`config.mk`:
```
export PLATFORM = sky130hd
export DESIGN_NAME = dmarep_chan
export DESIGN_NICKNAME = d
export VERILOG_FILES = /design/src/rtl/dmarep_pkg.sv /design/src/rtl/dmarep_fsm.sv /design/src/rtl/dmarep_req.sv /design/src/rtl/dmarep_dp.sv /design/src/rtl/dmarep_chan.sv
export SDC_FILE = /design/constraint.sdc
export NUM_CORES = 1
export LEC_CHECK = 0
export BUFFER_PORTS_ARGS = -buffer_cell sky130_fd_sc_hd__clkbuf_2
export CORE_ASPECT_RATIO = 1.4
export CORE_MARGIN = 4
export CORE_UTILIZATION = 35
export DETAILED_ROUTE_END_ITERATION = 8
export GPL_TIMING_DRIVEN = 1
export HOLD_SLACK_MARGIN = 0.15
export PLACE_DENSITY_LB_ADDON = 0.08
export SLEW_MARGIN = 40
export SYNTH_ARGS = -nofsm -noshare
export SYNTH_HDL_FRONTEND = slang
export SYNTH_SLANG_ARGS = --single-unit
```
`constraint.sdc`:
```
create_clock -name clk -period 2.2 [get_ports clk]
set_input_delay 0.11 -clock clk [delete_from_list [all_inputs] [get_ports clk]]
set_output_delay 0.11 -clock clk [all_outputs]
set_load 0.02 [all_outputs]
```
`src/rtl/dmarep_pkg.sv`:
```
package dmarep_pkg;

    typedef enum logic [2:0] {
        ST_IDLE = 3'd0,
        ST_REQ  = 3'd1,
        ST_RD   = 3'd2,
        ST_WR   = 3'd3,
        ST_DUM  = 3'd4
    } xfer_st_e;

    typedef enum logic [1:0] {
        AM_INC_SRC = 2'b00,
        AM_INC_DST = 2'b01,
        AM_FIXED   = 2'b10,
        AM_FIXED_B = 2'b11
    } amode_e;

endpackage

```
`src/rtl/dmarep_fsm.sv`:
```
module dmarep_fsm
    import dmarep_pkg::*;
(
    input  logic clk,
    input  logic rst_n,
    input  logic start,
    input  logic grant,
    output logic bus_req,
    output logic rd_phase,
    output logic wr_phase,
    output logic accept,
    output logic done,
    output logic busy
);

    typedef struct packed {
        xfer_st_e st;
    } fsm_s;

    fsm_s fsm_d, fsm_q;

    always_comb begin
        fsm_d = fsm_q;
        unique case (fsm_q.st)
            ST_IDLE: if (start) fsm_d.st = ST_REQ;
            ST_REQ:  if (grant) fsm_d.st = ST_RD;
            ST_RD:   fsm_d.st = ST_WR;
            ST_WR:   fsm_d.st = ST_DUM;
            ST_DUM:  fsm_d.st = ST_IDLE;
            default: fsm_d.st = ST_IDLE;
        endcase
    end

    always_ff @(posedge clk or negedge rst_n) begin
        if (!rst_n) fsm_q.st <= ST_IDLE;
        else        fsm_q <= fsm_d;
    end

    assign busy     = (fsm_q.st != ST_IDLE);
    assign bus_req  = busy;
    assign rd_phase = (fsm_q.st == ST_RD);
    assign wr_phase = (fsm_q.st == ST_WR);
    assign done     = (fsm_q.st == ST_DUM);
    assign accept   = (fsm_q.st == ST_IDLE) && start;

    assert_rd_then_wr_R3: assert property (@(posedge clk) disable iff (!rst_n)
        rd_phase |=> wr_phase);
    assert_wr_then_dummy_R3: assert property (@(posedge clk) disable iff (!rst_n)
        wr_phase |=> (bus_req && !rd_phase && !wr_phase));
    assert_dummy_releases_R3: assert property (@(posedge clk) disable iff (!rst_n)
        done |=> !bus_req);
    assert_strobes_exclusive_R3: assert property (@(posedge clk) disable iff (!rst_n)
        $onehot0({rd_phase, wr_phase}));

endmodule

```
`src/rtl/dmarep_req.sv`:
```
module dmarep_req (
    input  logic clk,
    input  logic rst_n,
    input  logic en,
    input  logic sw_sel,
    input  logic sw_set,
    input  logic hw_req,
    input  logic busy,
    input  logic accept,
    input  logic underflow,
    input  logic irq_ack,
    input  logic irq_clr,
    output logic start,
    output logic sw_bit,
    output logic irq
);

    typedef struct packed {
        logic sw;
        logic irq;
    } req_s;

    req_s req_d, req_q;

    always_comb begin
        req_d = req_q;
        if (!en) begin
            req_d.sw = 1'b0;
        end else if (accept) begin
            req_d.sw = 1'b0;
        end else if (sw_set && sw_sel && !busy) begin
            req_d.sw = 1'b1;
        end

        if (underflow) begin
            req_d.irq = 1'b1;
        end else if (irq_ack || irq_clr) begin
            req_d.irq = 1'b0;
        end
    end

    always_ff @(posedge clk or negedge rst_n) begin
        if (!rst_n) begin
            req_q.sw  <= 1'b0;
            req_q.irq <= 1'b0;
        end else begin
            req_q <= req_d;
        end
    end

    assign start  = en && !busy && (sw_sel ? req_q.sw : hw_req);
    assign sw_bit = req_q.sw;
    assign irq    = req_q.irq;

    assert_sw_bit_cleared_R1: assert property (@(posedge clk) disable iff (!rst_n)
        accept |=> !sw_bit);
    assert_underflow_sets_irq_R6: assert property (@(posedge clk) disable iff (!rst_n)
        underflow |=> irq);
    assert_ack_clears_irq_R8: assert property (@(posedge clk) disable iff (!rst_n)
        ((irq_ack || irq_clr) && !underflow) |=> !irq);
    assert_no_start_disabled_R10: assert property (@(posedge clk) disable iff (!rst_n)
        !en |-> !accept);

endmodule

```
`src/rtl/dmarep_dp.sv`:
```
module dmarep_dp
    import dmarep_pkg::*;
#(
    parameter int AW = 16,
    parameter int CW = 8,
    parameter int DW = 16
) (
    input  logic          clk,
    input  logic          rst_n,
    input  logic          en,
    input  logic          accept,
    input  logic          rd_phase,
    input  logic          wr_phase,
    input  logic          done,
    input  logic [1:0]    mode,
    input  logic          unit16,
    input  logic [AW-1:0] src,
    input  logic [AW-1:0] dst,
    input  logic [CW-1:0] reload,
    input  logic [DW-1:0] rdata,
    output logic [AW-1:0] bus_addr,
    output logic [DW-1:0] wdata,
    output logic [CW-1:0] cnt,
    output logic [AW-1:0] fwd,
    output logic          underflow
);

    localparam int PADW = DW - 8;

    typedef struct packed {
        logic [CW-1:0] cnt;
        logic [AW-1:0] fwd;
        logic [DW-1:0] data;
        logic          pend;
        logic          en_prev;
    } dp_s;

    dp_s     dp_d, dp_q;
    amode_e  am;
    logic    en_rise;
    logic    reload_now;
    logic    inc_mode;
    logic [AW-1:0] base;
    logic [AW-1:0] step;
    logic [AW-1:0] rd_addr;
    logic [AW-1:0] wr_addr;

    assign am       = amode_e'(mode);
    assign inc_mode = (am == AM_INC_SRC) || (am == AM_INC_DST);
    assign base     = (am == AM_INC_DST) ? dst : src;
    assign step     = unit16 ? AW'(2) : AW'(1);
    assign rd_addr  = (am == AM_INC_SRC) ? dp_q.fwd : src;
    assign wr_addr  = (am == AM_INC_DST) ? dp_q.fwd : dst;

    always_comb begin
        dp_d         = dp_q;
        dp_d.en_prev = en;
        en_rise      = en && !dp_q.en_prev;
        reload_now   = dp_q.pend || en_rise;
        if (en_rise) dp_d.pend = 1'b1;

        if (accept) begin
            if (reload_now) begin
                dp_d.cnt = reload;
                dp_d.fwd = base;
            end
            dp_d.pend = 1'b0;
        end

        if (rd_phase) begin
            dp_d.data = unit16 ? rdata : {{PADW{1'b0}}, rdata[7:0]};
        end

        if (done) begin
            dp_d.cnt = dp_q.cnt - CW'(1);
            if (inc_mode) dp_d.fwd = dp_q.fwd + step;
            if (dp_q.cnt == '0) dp_d.pend = 1'b1;
        end
    end

    always_ff @(posedge clk or negedge rst_n) begin
        if (!rst_n) begin
            dp_q.cnt     <= '0;
            dp_q.fwd     <= '0;
            dp_q.data    <= '0;
            dp_q.pend    <= 1'b1;
            dp_q.en_prev <= 1'b0;
        end else begin
            dp_q <= dp_d;
        end
    end

    assign bus_addr  = rd_phase ? rd_addr : (wr_phase ? wr_addr : '0);
    assign wdata     = dp_q.data;
    assign cnt       = dp_q.cnt;
    assign fwd       = dp_q.fwd;
    assign underflow = done && (dp_q.cnt == '0);

    assert_reload_on_start_R4: assert property (@(posedge clk) disable iff (!rst_n)
        (accept && reload_now) |=> (cnt == $past(reload)));
    assert_count_steps_R5: assert property (@(posedge clk) disable iff (!rst_n)
        (done && !underflow) |=> (cnt == $past(cnt) - CW'(1)));
    assert_underflow_wraps_R6: assert property (@(posedge clk) disable iff (!rst_n)
        underflow |=> (cnt == '1));
    assert_next_reloads_R7: assert property (@(posedge clk) disable iff (!rst_n)
        underflow |=> dp_q.pend);
    assert_fixed_ptr_hold_R9: assert property (@(posedge clk) disable iff (!rst_n)
        (done && !inc_mode) |=> (fwd == $past(fwd)));

endmodule

```
`src/rtl/dmarep_chan.sv`:
```
module dmarep_chan
    import dmarep_pkg::*;
#(
    parameter int AW = 16,
    parameter int CW = 8,
    parameter int DW = 16
) (
    input  logic          clk,
    input  logic          rst_n,
    input  logic          ch_en,
    input  logic          sw_trig_sel,
    input  logic          sw_req_set,
    input  logic          hw_req,
    input  logic          irq_ack,
    input  logic          irq_clr,
    input  logic [1:0]    addr_mode,
    input  logic          unit16,
    input  logic [AW-1:0] src_addr,
    input  logic [AW-1:0] dst_addr,
    input  logic [CW-1:0] reload_cnt,
    input  logic          bus_grant,
    input  logic [DW-1:0] bus_rdata,
    output logic          bus_req,
    output logic          bus_rd,
    output logic          bus_wr,
    output logic          bus_wide,
    output logic [AW-1:0] bus_addr,
    output logic [DW-1:0] bus_wdata,
    output logic          sw_req_bit,
    output logic          irq_flag,
    output logic [CW-1:0] count,
    output logic [AW-1:0] fwd_ptr
);

    logic start, accept, done, busy, underflow;

    dmarep_fsm u_fsm (
        .clk      (clk),
        .rst_n    (rst_n),
        .start    (start),
        .grant    (bus_grant),
        .bus_req  (bus_req),
        .rd_phase (bus_rd),
        .wr_phase (bus_wr),
        .accept   (accept),
        .done     (done),
        .busy     (busy)
    );

    dmarep_req u_req (
        .clk       (clk),
        .rst_n     (rst_n),
        .en        (ch_en),
        .sw_sel    (sw_trig_sel),
        .sw_set    (sw_req_set),
        .hw_req    (hw_req),
        .busy      (busy),
        .accept    (accept),
        .underflow (underflow),
        .irq_ack   (irq_ack),
        .irq_clr   (irq_clr),
        .start     (start),
        .sw_bit    (sw_req_bit),
        .irq       (irq_flag)
    );

    dmarep_dp #(
        .AW (AW),
        .CW (CW),
        .DW (DW)
    ) u_dp (
        .clk       (clk),
        .rst_n     (rst_n),
        .en        (ch_en),
        .accept    (accept),
        .rd_phase  (bus_rd),
        .wr_phase  (bus_wr),
        .done      (done),
        .mode      (addr_mode),
        .unit16    (unit16),
        .src       (src_addr),
        .dst       (dst_addr),
        .reload    (reload_cnt),
        .rdata     (bus_rdata),
        .bus_addr  (bus_addr),
        .wdata     (bus_wdata),
        .cnt       (count),
        .fwd       (fwd_ptr),
        .underflow (underflow)
    );

    assign bus_wide = unit16;

endmodule

```
==> key figures <==
Logic synthesis
  – Dominant cells by area after synthesis: dfrtp_1 (34%), mux2i_1 (12%), buf_4 (9.6%)
  – Seq/Total Area, Yosys: 35.2%
  – Synth Cell Area: 0.00335 mm2
  – Yosys warns: 0
  – Post-synth EDFFs: 0
  – Syn Area/Cell: 8.74 um2
  – Synth area leader: dfrtp_1
  – FFs w/ async S/R, synth: 100%
  – Synth top cells by count: nand2_1 (68), dfrtp_1 (46), buf_4 (43), mux2i_1 (41)
  – Syn Nets: 456
  – Synth top area share: 34.4%
  – Synth Flop Type: dfrtp_1
  – Unique masters post-synth: 54
  – Syn Inst Count: 383
  – Flip-flop and latch count after synthesis: 47
  – Most frequent cell after synthesis: nand2_1

CTS
  – CTS H-Tree Depth: 2
  – Clock Tree Buf Depth: 2
  – Clock transition at path regs: 60 ps
  – Clk root buf: clkbuf_16
  – Clock sinks: 47
  – Worst skew pair latency: 290 ps
  – Num CTS Buffers: 5
  – CTS tree: done

Worst setup path
  – Crit path capture type: flip-flop
  – Worst Path Max Fanout: 4
  – Critical Path Source: u_dp.fwd[0]$_DFF_PN0_
  – Setup crit start kind: flip-flop
  – Required time of the critical path: 2400 ps
  – Worst setup path class: flip-flop to flip-flop
  – Reg2reg path depth: 7
  – Reg2reg start: u_dp.fwd[0]$_DFF_PN0_
  – CP arrival: 2160 ps

Floorplan
  – Rows: 42
  – Die W: 90.7 um
  – Die H: 124 um
  – IO Pins: 130
  – Starting Density: 35.6%
  – Die area: 0.0112 mm2
  – Core Box Area: 0.00941 mm2

Hold path
  – Hold Path Class: input port to flip-flop
  – WHS Path Cells: 3
  – Hold Startpoint: dst_addr[0]

Placement
  – Port bufs: 129
  – DP HPWL: 7130 um
  – Pre-CTS setup slack: 120 ps
  – GP Congestion: 0.776
  – Placed inst area: 0.00389 mm2

Finish
  – Post-route cell area: 0.00436 mm2
  – Share of layout cells above drive strength 1: 32.9%
  – Fillers: 975
  – N_diodes: 0
  – Area Growth Syn to Fin: 30.3%
  – Multi-input combinational cell area: 0.00172 mm2
  – Nets: 576
  – Register area: 0.00118 mm2
  – Finished Core Util: 46.4%

Route
  – WL final: 9380 um
  – Via/cell ratio: 5.11
  – Wire per inst: 15.3 um
  – DRC viols: 0
  – Post-DRT Antenna Nets: 0
  – Drt first pass iters: 4
  – Initial DRC count: 90
  – Via Count: 3135

STA
  – Slew Viols, Final: 0
  – # setup viols final: 0
  – Post-route clock period utilization: 89.1%
  – Final hold violations: 0
  – Achievable Freq: 510 MHz
  – Worst setup margin: 240 ps
  – Period minus WS final: 1960 ps
  – RSZ-0062 raised after global routing: false
  – Clk_skew: 4.06 ps
  – Setup tns final: 0 ps
  – Slew headroom: 52.1%
  – Worst-Margin Slew: 718 ps

Power
  – Max VDD drop: 0.399 mV
  – P_leak: 2.19 nW
  – Pwr/cell area: 1160 mW/mm2

Status
  – Status: finished, final reports clean

Global routing
  – First-pass GRT wire length: 15500 um
  – Initial antenna violation count: 0
  – Largest net degree at the start of global routing: 29
  – Gr usage total: 17.3%
  – Overflow left after global routing: 0
  – Vias in the first global route: 3107

Run
  – Max Cap Viol: 0
per-layer routing:
layer / GRT usage, % / vias to the layer above / wire length [um]
met1: 20.2 / 1473 / 3870
met4: 4.89 / 0 / 110
met2: 32.5 / 81 / 4980
met3: 2.90 / 7 / 415
li1: - / 1574 / -
met5: 0 / - / 0
path summary, 6_finish.rpt:
path | end | slack [ps]
worst max-delay path | u_dp.fwd[14]$_DFF_PN0_ | 240
worst min-delay path | u_dp.fwd[0]$_DFF_PN0_ | 170
worst max register to register | u_dp.fwd[14]$_DFF_PN0_ | 240
worst min register to register | u_dp.wdata[1]$_DFFE_PN0P_ | 480
max in group asynchronous | u_dp.dp_q[1]$_DFF_PN1_ | 1110
min in group asynchronous | u_dp.wdata[12]$_DFFE_PN0P_ | 400
through the flow:
stage | std cells | total power [mW] | hold WS (ps)
2_1_floorplan | 383 | 3.78 | -186
3_3_place_gp | 575 | 4.24 | 208
3_5_place_dp | 575 | 4.27 | 199
4_1_cts | 614 | 5.15 | 162
5_1_grt | 614 | 5.50 | 172
6_report | 614 | 5.08 | 165
registers in the layout, summed over array words and instances, names as in the netlist:
name,cells
u_dp.wdata,16
u_dp.cnt,8
u_dp.dp_q,2
u_fsm.fsm_q,3
u_req.irq,1
u_req.sw_bit,1
u_dp.fwd,16
final cells by class:
| type | count | share of cell area (%) |
|---|---|---|
| Sequential cell | 47 | 27.0 |
| Inverter | 11 | 0.946 |
| Multi-Input combinational cell | 258 | 39.4 |
| Timing Repair Buffer | 180 | 25.9 |
| Clock buffer | 8 | 3.58 |
| Tap cell | 110 | 3.15 |
worst max-delay path, stage by stage (launching register included):
cell and delay [ps]:
dfrtp_1 350, ha_1 160, inv_1 50, fa_1 460
and4b_1 330, nand4_1 120, xor2_1 160, a211oi_1 230
cell families (layout without fill, tap and decap cells):
logic type               count (synthesis)  count (layout)  share of synthesized area (%)
AND/OR/NAND/NOR                        137             137                           20.6
multiplexers                            42              42                           12.6
buffers and inverters                   78             199                           13.8
adder cells (fa/ha/maj)                  5               5                           2.09
AO/OA/AOI/OAI                           73              73                           15.5
flip-flops                              47              47                           35.2
XOR/XNOR                                 1               1                          0.262
power by group:
group	leakage (nW)	switching [mW]	total, mW	internal (mW)
Combinational	1.54	1.58	2.60	1.03
Clock	0.0772	0.323	0.807	0.484
Sequential	0.571	0.427	1.67	1.24
placed cells by master (no fill, tap or decap), drive strengths merged, types with 3 or more instances in the layout:
master and count:
dfrtp 46, nand2b 4, a211oi 7, inv 10
a311oi 6, and2 4, nor3 7, nor2 14
nand2 68, buf 20, nand3 11, o21ai 11
a221oi 3, o22ai 16, a21oi 8, nand4 3
mux2i 41, nor4b 3, and3 10, ha 4
dlygate4sd3 31, clkbuf 137, o211ai 5
timing repair:
item	4_1_cts	5_1_grt
gates resized for setup	0	2
hold buffers	31	0
setup endpoints to repair	0	8
hold endpoints to repair	55	0
buffers inserted	0	0
No activity file was read; power rests on OpenSTA's default activity.
